--- src/rtl/boot_seq_pkg.sv ---
package boot_seq_pkg;
  typedef enum logic [1:0] {SRC_SPI = 2'd0, SRC_NAND = 2'd1, SRC_MMC = 2'd2, SRC_UART = 2'd3} src_e;
  typedef enum logic [1:0] {BLINK_OFF, BLINK_FAST, BLINK_SLOW} blink_e;
  typedef enum logic [2:0] {ST_START, ST_ISSUE, ST_WAIT, ST_HIGH, ST_HAND, ST_DONE} state_e;
  localparam int unsigned NUM_SRC = 4;
endpackage

--- src/rtl/blink_prescaler.sv ---
module blink_prescaler #(
  parameter int unsigned TICK_CYC = 6250000
) (
  input  logic clk_i,
  input  logic rst_ni,
  input  logic en_i,
  input  logic slow_i,
  output logic toggle_o
);
  localparam int unsigned CW = (TICK_CYC > 1) ? $clog2(TICK_CYC) : 1;
  localparam logic [CW-1:0] LAST = CW'(TICK_CYC - 1);

  logic [CW-1:0] cnt_q;
  logic          ph_q;

  always_ff @(posedge clk_i or negedge rst_ni) begin
    if (!rst_ni) begin
      cnt_q <= '0;
      ph_q  <= 1'b0;
    end else if (!en_i) begin
      cnt_q <= '0;
      ph_q  <= 1'b0;
    end else if (cnt_q == LAST) begin
      cnt_q <= '0;
      ph_q  <= ~ph_q;
    end else begin
      cnt_q <= cnt_q + 1'b1;
    end
  end

  // slow rate uses every second tick
  assign toggle_o = en_i && (cnt_q == LAST) && (!slow_i || ph_q);

  p_cnt_bound_r6: assert property (@(posedge clk_i) disable iff (!rst_ni) cnt_q <= LAST);
  p_slow_gap_r7: assert property (@(posedge clk_i) disable iff (!rst_ni)
    (toggle_o && slow_i && en_i) |=> !toggle_o);
endmodule

--- src/rtl/load_judge.sv ---
module load_judge
  import boot_seq_pkg::*;
#(
  parameter int unsigned LEN_W   = 16,
  parameter int unsigned MAX_LEN = 30720,
  parameter logic [31:0] MAGIC   = 32'h5A17_C0DE
) (
  input  src_e             src_i,
  input  logic             ok_i,
  input  logic [LEN_W-1:0] len_i,
  input  logic [31:0]      magic_i,
  output logic             pass_o
);
  logic len_fits, magic_hit;
  assign len_fits  = 32'(len_i) <= MAX_LEN;
  assign magic_hit = (src_i != SRC_SPI) || (magic_i == MAGIC);
  assign pass_o    = ok_i && len_fits && magic_hit;
endmodule

--- src/rtl/boot_seq_fsm.sv ---
module boot_seq_fsm
  import boot_seq_pkg::*;
#(
  parameter int unsigned MAX_TRIES = 24
) (
  input  logic               clk_i,
  input  logic               rst_ni,
  input  logic [1:0]         strap_i,
  input  logic               done_i,
  input  logic               pass_i,
  input  logic               toggle_i,
  output logic [NUM_SRC-1:0] req_o,
  output src_e               src_o,
  output logic               blink_en_o,
  output logic               blink_slow_o,
  output logic               status_o,
  output logic               handoff_o
);
  localparam int unsigned TW = $clog2(MAX_TRIES + 1);
  localparam logic [TW-1:0] TRY_LAST = TW'(MAX_TRIES - 1);

  state_e        state_q;
  src_e          src_q;
  blink_e        blink_q;
  logic [TW-1:0] try_q;
  logic          status_q;
  logic          fail_evt;

  assign fail_evt = (state_q == ST_WAIT) && done_i && !pass_i;

  always_ff @(posedge clk_i or negedge rst_ni) begin
    if (!rst_ni) begin
      state_q  <= ST_START;
      src_q    <= SRC_SPI;
      blink_q  <= BLINK_OFF;
      try_q    <= '0;
      status_q <= 1'b0;
    end else begin
      if (toggle_i) status_q <= ~status_q;
      unique case (state_q)
        ST_START: begin
          unique case (strap_i)
            2'b00:   src_q <= SRC_SPI;
            2'b10:   src_q <= SRC_MMC;
            default: src_q <= SRC_UART;
          endcase
          state_q <= ST_ISSUE;
        end
        ST_ISSUE: state_q <= ST_WAIT;
        ST_WAIT: if (done_i) begin
          if (pass_i) begin
            status_q <= 1'b1;
            blink_q  <= BLINK_OFF;
            state_q  <= ST_HIGH;
          end else begin
            state_q <= ST_ISSUE;
            unique case (src_q)
              SRC_SPI: begin
                src_q <= SRC_NAND;
                try_q <= '0;
              end
              SRC_NAND: begin
                if (try_q == TRY_LAST) begin
                  src_q   <= SRC_MMC;
                  try_q   <= '0;
                  blink_q <= BLINK_FAST;
                end else try_q <= try_q + 1'b1;
              end
              SRC_MMC: begin
                if (try_q == TRY_LAST) begin
                  try_q   <= '0;
                  blink_q <= BLINK_FAST;
                end else try_q <= try_q + 1'b1;
              end
              default: blink_q <= BLINK_SLOW;
            endcase
          end
        end
        ST_HIGH: state_q <= ST_HAND;
        ST_HAND: state_q <= ST_DONE;
        default: state_q <= ST_DONE;
      endcase
    end
  end

  always_comb begin
    req_o = '0;
    if (state_q == ST_ISSUE) req_o[src_q] = 1'b1;
  end

  assign src_o        = src_q;
  assign blink_en_o   = (blink_q != BLINK_OFF);
  assign blink_slow_o = (blink_q == BLINK_SLOW);
  assign status_o     = status_q;
  assign handoff_o    = (state_q == ST_HAND);

  p_req_onehot_r10: assert property (@(posedge clk_i) disable iff (!rst_ni) $onehot0(req_o));
  p_req_pulse_r10: assert property (@(posedge clk_i) disable iff (!rst_ni) (|req_o) |=> (req_o == '0));
  p_try_bound_r4: assert property (@(posedge clk_i) disable iff (!rst_ni) try_q <= TRY_LAST);
  p_spi_no_blink_r1: assert property (@(posedge clk_i) disable iff (!rst_ni)
    (fail_evt && src_q == SRC_SPI) |=> (src_q == SRC_NAND && blink_q == BLINK_OFF));
  p_quiet_low_r5: assert property (@(posedge clk_i) disable iff (!rst_ni)
    (blink_q == BLINK_OFF && state_q inside {ST_START, ST_ISSUE, ST_WAIT}) |-> !status_q);
  p_uart_slow_r7: assert property (@(posedge clk_i) disable iff (!rst_ni)
    (fail_evt && src_q == SRC_UART) |=> (blink_q == BLINK_SLOW && src_q == SRC_UART));
  p_handoff_late_r9: assert property (@(posedge clk_i) disable iff (!rst_ni)
    $rose(handoff_o) |-> (status_o && $past(status_o)));
  p_handoff_pulse_r9: assert property (@(posedge clk_i) disable iff (!rst_ni) handoff_o |=> !handoff_o);
  p_done_hold_r9: assert property (@(posedge clk_i) disable iff (!rst_ni)
    (state_q == ST_DONE) |=> (state_q == ST_DONE && status_o && req_o == '0));
endmodule

--- src/rtl/boot_seq_top.sv ---
module boot_seq_top
  import boot_seq_pkg::*;
#(
  parameter int unsigned TICK_CYC  = 6250000,
  parameter int unsigned MAX_TRIES = 24,
  parameter int unsigned LEN_W     = 16,
  parameter int unsigned MAX_LEN   = 30720,
  parameter logic [31:0] MAGIC     = 32'h5A17_C0DE
) (
  input  logic             clk_i,
  input  logic             rst_ni,
  input  logic [1:0]       strap_i,
  output logic [3:0]       ld_req_o,
  input  logic             ld_done_i,
  input  logic             ld_ok_i,
  input  logic [LEN_W-1:0] ld_len_i,
  input  logic [31:0]      ld_magic_i,
  output logic             status_o,
  output logic             handoff_o
);
  src_e cur_src;
  logic pass, toggle, blink_en, blink_slow;

  load_judge #(.LEN_W(LEN_W), .MAX_LEN(MAX_LEN), .MAGIC(MAGIC)) u_judge (
    .src_i(cur_src), .ok_i(ld_ok_i), .len_i(ld_len_i), .magic_i(ld_magic_i), .pass_o(pass)
  );

  blink_prescaler #(.TICK_CYC(TICK_CYC)) u_presc (
    .clk_i(clk_i), .rst_ni(rst_ni), .en_i(blink_en), .slow_i(blink_slow), .toggle_o(toggle)
  );

  boot_seq_fsm #(.MAX_TRIES(MAX_TRIES)) u_fsm (
    .clk_i(clk_i), .rst_ni(rst_ni), .strap_i(strap_i), .done_i(ld_done_i), .pass_i(pass),
    .toggle_i(toggle), .req_o(ld_req_o), .src_o(cur_src), .blink_en_o(blink_en),
    .blink_slow_o(blink_slow), .status_o(status_o), .handoff_o(handoff_o)
  );
endmodule

--- config.mk ---
export PLATFORM = sky130hd
export DESIGN_NAME = boot_seq_top
export DESIGN_NICKNAME = d
export VERILOG_FILES = /design/src/rtl/boot_seq_pkg.sv /design/src/rtl/blink_prescaler.sv /design/src/rtl/load_judge.sv /design/src/rtl/boot_seq_fsm.sv /design/src/rtl/boot_seq_top.sv
export SDC_FILE = /design/constraint.sdc
export NUM_CORES = 1
export LEC_CHECK = 0
export BUFFER_PORTS_ARGS = -buffer_cell sky130_fd_sc_hd__buf_2
export CAP_MARGIN = 20
export CORE_MARGIN = 5
export CORE_UTILIZATION = 44
export DETAILED_ROUTE_END_ITERATION = 16
export HOLD_SLACK_MARGIN = 0.15
export PLACE_DENSITY = 0.71
export SETUP_SLACK_MARGIN = 0.05
export SLEW_MARGIN = 25
export SYNTH_ARGS = -nofsm -noshare
export SYNTH_HDL_FRONTEND = slang
export SYNTH_HIERARCHICAL = 1
export SYNTH_SLANG_ARGS = --single-unit
export TNS_END_PERCENT = 50
--- constraint.sdc ---
create_clock -name clk_i -period 1.8 [get_ports clk_i]
set_input_delay 0 -clock clk_i [delete_from_list [all_inputs] [get_ports clk_i]]
set_output_delay 0 -clock clk_i [all_outputs]
set_load 0.01 [all_outputs]
# Word-level counts from Yosys, hierarchy flattened
# Cells that the tools add are included.
totals:
  in_bits: 54
  word_cells: 77
  ff_bits: 37
  output_inout_bits: 6
classes:
  bitwise_logic: 3
  n_lt_le_gt_ge: 3
  eq_ne: 18
  mux: 25
  addsub: 2
  n_reduce_logical: 19
ops:
  columns: ["cell", "n"]
  rows:
  - ["2-to-1 mux 23 bit", 2]
  - ["== test 32 x 31 -> 1 bit (second input constant)", 1]
  - ["adder 23 x 1 -> 23 bit (second input constant)", 1]
  - ["== test 23 bit (second input constant)", 1]
  - ["<= comparator 16 x 15 -> 1 bit (second input constant)", 1]
  - ["one-hot mux 2 bit (2 select lines)", 4]
  - ["2-to-1 mux 2 bit", 6]
  - ["one-hot mux 3 bit (4 select lines)", 1]
  - ["one-hot mux 5 bit (2 select lines)", 1]
  - ["inequality test 2 bit (second input constant)", 4]
  - ["AND reduction 4 bit", 2]
  - ["nonzero test 2 bit", 4]
  - ["2-to-1 mux 1 bit", 7]
  - ["== test 2 bit (second input constant)", 3]
  - ["== test 3 x 2 -> 1 bit (second input constant)", 2]
  - ["inequality test 3 bit (second input constant)", 2]
  - ["adder 5 x 1 -> 5 bit (second input constant)", 1]
  - ["== test 5 bit (second input constant)", 1]
  - ["logical AND 1 bit", 5]
  - ["2-to-1 mux 5 bit", 1]
  - ["AND reduction 5 bit", 1]
  - ["logical NOT 2 bit", 2]
  - ["2-to-1 mux 4 bit", 1]
  - ["== test 3 x 1 -> 1 bit (second input constant)", 1]
  - ["other kinds (12)", 15]

# Logic depth before layout (Yosys ltp)
depth:
  word_depth: 8
  depth_mapped: 8
  ltp_nobuf: 8

# Modules after synthesis
# Netlist, hierarchy kept.
by_module_without_submodules:
  columns: ["mod", "area_each_um2", "n_inst", "seq_area_each_um2", "cells_each"]
  rows:
  - ["blink_prescaler", 1249.9, 1, 600.6, 129]
  - ["boot_seq_fsm", 804.5, 1, 325.3, 85]
  - ["load_judge", 143.9, 1, 0.0, 18]

# Least setup slack after synthesis
# No wires, ideal clock.
synth_path:
  kind: "register -> register"
  start: "register u_fsm.src_q[1] (netlist: u_fsm/src_o[1])"
  end: "register u_fsm.src_q[1] (netlist: u_fsm/src_o[1])"
  slack_ps: -13
  period_less_slack_ps: 1813
  required_time_ps: 1675
  t_arrival_ps: 1688
  setup_time_ps: 125
  n_path_buf: 0
  stages_incl_launch_ff: 6
  cell_sequence: "dfrtp_1 o311a_1 nand2b_1 a211oi_1 o21a_1 mux2_4"
synth_via:
  elab_chain_len: 5
  word_cells_on_any_way: 13
  cone_classes: "eq/ne: 4; mux: 4; reduce/logical: 5"
synth_lines:
  columns: ["element", "line", "source"]
  rows:
  - ["start, declared", "boot_seq_fsm.sv:23", "src_e src_q;"]
  - ["start signal, assigned", "boot_seq_fsm.sv:34", "src_q <= SRC_SPI;"]
  - ["start signal, assigned", "boot_seq_fsm.sv:43", "2'b00: src_q <= SRC_SPI;"]
  - ["start signal, assigned", "boot_seq_fsm.sv:44", "2'b10: src_q <= SRC_MMC;"]
  - ["nonzero test 2 bit", "load_judge.sv:16", "assign magic_hit = (src_i != SRC_SPI) || (magic_i == MAGIC);"]
  - ["logical OR 1 bit", "load_judge.sv:16", null]
  - ["logical AND 1 bit", "load_judge.sv:17", "assign pass_o = ok_i && len_fits && magic_hit;"]
  - ["named net pass", "boot_seq_top.sv:22", "logic pass, toggle, blink_en, blink_slow;"]
  - ["inequality test 2 bit (no line)", null, null]
  - ["AND reduction 5 bit (no line)", null, null]
# The timed path passes the listed nets, and every way through them passes these cells. The select of a mux whose other input is x is not followed.
# A chain may end at the register's enable or synchronous reset.

# Final worst setup path
# Ends and elaborated chain as after synthesis.

==> run_results.csv <==
group,metric,value,unit
placement,post-place-cells,376,
global_route,busiest_layer,"met2",
global_route,grt_use_met1,24.6,%
sta,fin_skew,5.80,ps
detailed_routing,wl_per_cell,13.7,µm
power,vdd_drop_max,0.425,mV
sta,final-setup-viol-count,0,
clocking,cts.sinks,37,
synthesis,yosys_warnings,6,
global_route,grt_overflow,0,
global_route,antenna_found_initial,0,
worst_setup_path,crit_arrival,1870,ps
power,intPower,1.35,mW
placement,gp_congestion,0.780,
power,seqPwrFrac,49.2,%
worst_setup_path,end_kind,"register",
min_path,hold_class,"in2reg",
synthesis,synth_area,0.00220,mm²
detailed_routing,first_pass_iters,5,
global_route,grt_util_met3,5.27,%
power,share_comb_of_total_power,6.1,%
synthesis,synth_compound_area_share,13.1,%
worst_setup_path,critPathLaunchType,"register",
worst_setup_path,crit_path_max_fanout,4,
floorplanning,core,0.00479,mm²
power,p_leak,1.36,nW
sta,period_needed,1690,ps
power,clock_power_share,44.7,%
final_layout,fillerInstances,401,
placement,dp_slack,-23.5,ps
final_layout,layout-drive-gt1-share,35.5,%
synthesis,ys_dominant_reg_cell,"dfrtp_1",
sta,hold_viol_final,0,
sta,hold_ws,200,ps
final_layout,final_cell_area,0.00296,mm²
synthesis,synth_cell_types,53,
detailed_routing,via_per_inst,5.26,
power,p_sw_share,20.4,%
clocking,path_clk_slew,70,ps
placement,hpwl,4150,µm
run,maxCapViolCount,0,
synthesis,synthMuxAreaShare,1.14,%
clocking,htree_levels,2,
floorplanning,die_y,80.7,µm
clocking,root_buffer,"clkbuf_8",
floorplanning,initial_utilization,45.9,%
sta,fin_crit_sh,93.8,%
run_status,status,"finished, final reports clean",
power,power_per_cell_area,570,mW/mm²
detailed_routing,vias,2056,
floorplanning,dieArea,0.00651,mm²
final_layout,area_growth,34.8,%
placement,numPortBuffers,59,
synthesis,ys_seq_area_share,42.1,%
global_route,use_met2,27.8,%
clocking,cts_buffers,5,
placement,place_area,0.00274,mm²
synthesis,synthArstFlopShare,100,%
sta,final-max-slew-violation-count,0,
global_route,track_usage,18.3,%
synthesis,synth_seq_cells,37,
synthesis,yosys.area_share.simple,30.6,%
sta,rsz0062_at_grt,"yes",
detailed_routing,ant_nets,0,
synthesis,synth_edf_count,0,
detailed_routing,drt-initial-drc-count,96,
global_route,grt_pass1_vias,2036,
detailed_routing,route.detailed.drc,0,
global_route,grt_max_degree,19,
final_layout,stdcell_count,391,
floorplanning,io_pins,60,
synthesis,synthCells,232,
final_layout,finalNetCount,384,
floorplanning,fp.dieW,80.7,µm
synthesis,synth.avg_cell_area,9.48,µm²
sta,fmax,0.592,GHz
synthesis,synthAdderAreaFrac,3.98,%
synthesis,synth_nets,293,
sta,layout_setup_ws,111,ps
clocking,cts_buffer_depth,2,
global_route,grt_pass1_wl,9170,µm
power,switchingPower,0.344,mW
clocking,clk_latency,290,ps
detailed_routing,routed_wl,5350,µm
sta,maxSlewHeadroom,78.0,%
sta,worst_slew_pin_slew,326,ps
worst_setup_path,crit_required,1980,ps
worst_setup_path,crit_type,"reg2reg",
final_layout,num_antenna_cells,0,
synthesis,synthXorXnorAreaFrac,5.58,%
synthesis,synth_top_family_by_area,"simple AND/OR/NAND/NOR gates",
clocking,cts_tree,"built",
floorplanning,rows,25,
## path summary, 6_finish.rpt
| path | start | to | slack (ps) | cells after the start |
|---|---|---|---|---|
| min in group asynchronous | rst_ni | u_presc/cnt_q[19]$_DFF_PN0_ | 220 | 3 |
| max in group asynchronous | rst_ni | u_fsm/try_q[3]$_DFFE_PN0P_ | 1030 | 3 |
| setup reg to reg | u_fsm/src_o[1]$_DFFE_PN0P_ | u_fsm/src_o[1]$_DFFE_PN0P_ | 110 | 5 |
| hold / removal | ld_ok_i | u_fsm/blink_q[0]$_DFFE_PN0P_ | 200 | 4 |
| setup / recovery | u_fsm/src_o[1]$_DFFE_PN0P_ | u_fsm/src_o[1]$_DFFE_PN0P_ | 110 | 5 |
| hold reg to reg | u_fsm/try_q[4]$_DFFE_PN0P_ | u_fsm/try_q[4]$_DFFE_PN0P_ | 500 | 1 |
## what timing repair did
item	in CTS	in global routing
setup endpoints to repair	1	29
gates resized for setup	1	11
pin swaps	1	4
endpoints found under the hold margin	41	0
hold buffers	5	0
setup buffers	0	2
## cell usage after synthesis, drive strengths merged (2+ instances only)
cell / n / share of area (%)
nand2b: 3 / 0.85
nor3: 6 / 1.6
ha: 7 / 4.0
a21o: 2 / 0.68
and3: 3 / 0.85
or4: 6 / 2.4
nand4: 10 / 3.1
nand2: 11 / 1.9
o31ai: 9 / 3.1
inv: 8 / 1.4
nor2: 21 / 3.6
a21boi: 2 / 0.68
nor4: 6 / 1.7
a21oi: 10 / 2.6
nor2b: 3 / 0.85
o21ai: 15 / 3.4
nand3: 13 / 3.0
dfrtp: 37 / 42
buf: 3 / 1.1
xnor2: 6 / 2.4
and4bb: 4 / 2.3
and2: 6 / 1.7
clkbuf: 6 / 1.1
and4: 4 / 1.7
xor2: 8 / 3.2
or3: 5 / 1.7
nand4b: 3 / 1.2
## worst max-delay path, stage by stage (launching register included)
cell,delay [ps]
dfrtp_1,400
o311a_1,360
nand2b_4,170
a211oi_2,170
o21a_1,180
mux2_4,300
## layer usage
layer / vias to the layer above / routed length (µm)
li1: 1039 / -
met1: 955 / 2500
met2: 56 / 2490
met3: 6 / 291
met4: 0 / 69
met5: - / 0
## cells by family (layout without fill, tap and decap cells)
logic type / after synthesis / in the layout
AND/OR/NAND/NOR: 110 / 110
AO/OA/AOI/OAI: 45 / 45
flip-flops: 37 / 37
buffers and inverters: 17 / 109
XOR/XNOR: 14 / 14
adder cells (fa/ha/maj): 7 / 7
multiplexers: 2 / 2
## final cells by class
class                   count  area (µm²)  share of cell area (%)
multi-input cells         178        1240                    41.9
repair buffers             93         567                    19.1
well taps                  67        83.8                    2.83
clock buffers               7        86.3                    2.91
flip-flops and latches     37         926                    31.2
clock inverters             1        30.0                    1.01
inverters                   8        30.0                    1.01
## power by group through the flow
stage | clock network [mW] | logic [mW] | registers [mW]
finish | 0.755 | 0.103 | 0.831
global route | 0.812 | 0.117 | 0.830
CTS | 0.777 | 0.105 | 0.830
detailed placement | 0 | 0.0960 | 0.847
global placement | 0 | 0.0937 | 0.847
floorplan | 0 | 0.0171 | 0.847
## cells in the final DEF, fill, tap and decap left out, drive strengths merged, types with 2 or more instances in the layout
cell / instances
nor4: 6
a21oi: 10
and4bb: 4
nand4b: 3
nand2b: 3
nor2: 21
a21boi: 2
clkbuf: 7
ha: 7
and2: 6
or4: 6
o31ai: 9
buf: 88
nor2b: 3
and4: 4
dfrtp: 37
xnor2: 6
xor2: 8
dlygate4sd3: 5
and3: 3
a21o: 2
o21ai: 15
inv: 8
nand4: 10
nand3: 13
or3: 5
nand2: 11
nor3: 6
## flip-flops by register name, indices dropped and copies added (netlist names)
signal	flops
u_fsm/src_o	2
u_fsm/status_o	1
u_presc/cnt_q	23
u_presc/ph_q	1
u_fsm/blink_q	2
u_fsm/try_q	5
u_fsm/state_q	3
## per-stage QoR
step           power, mW  TNS [ps]  util [%]
2_1_floorplan      0.864         0         -
3_3_place_gp       0.941         0      57.3
3_5_place_dp       0.943     -23.5      57.3
4_1_cts             1.71         0      60.8
5_1_grt             1.76         0      61.9
6_report            1.69         0      61.9
Power figures use the tool's default switching activity.
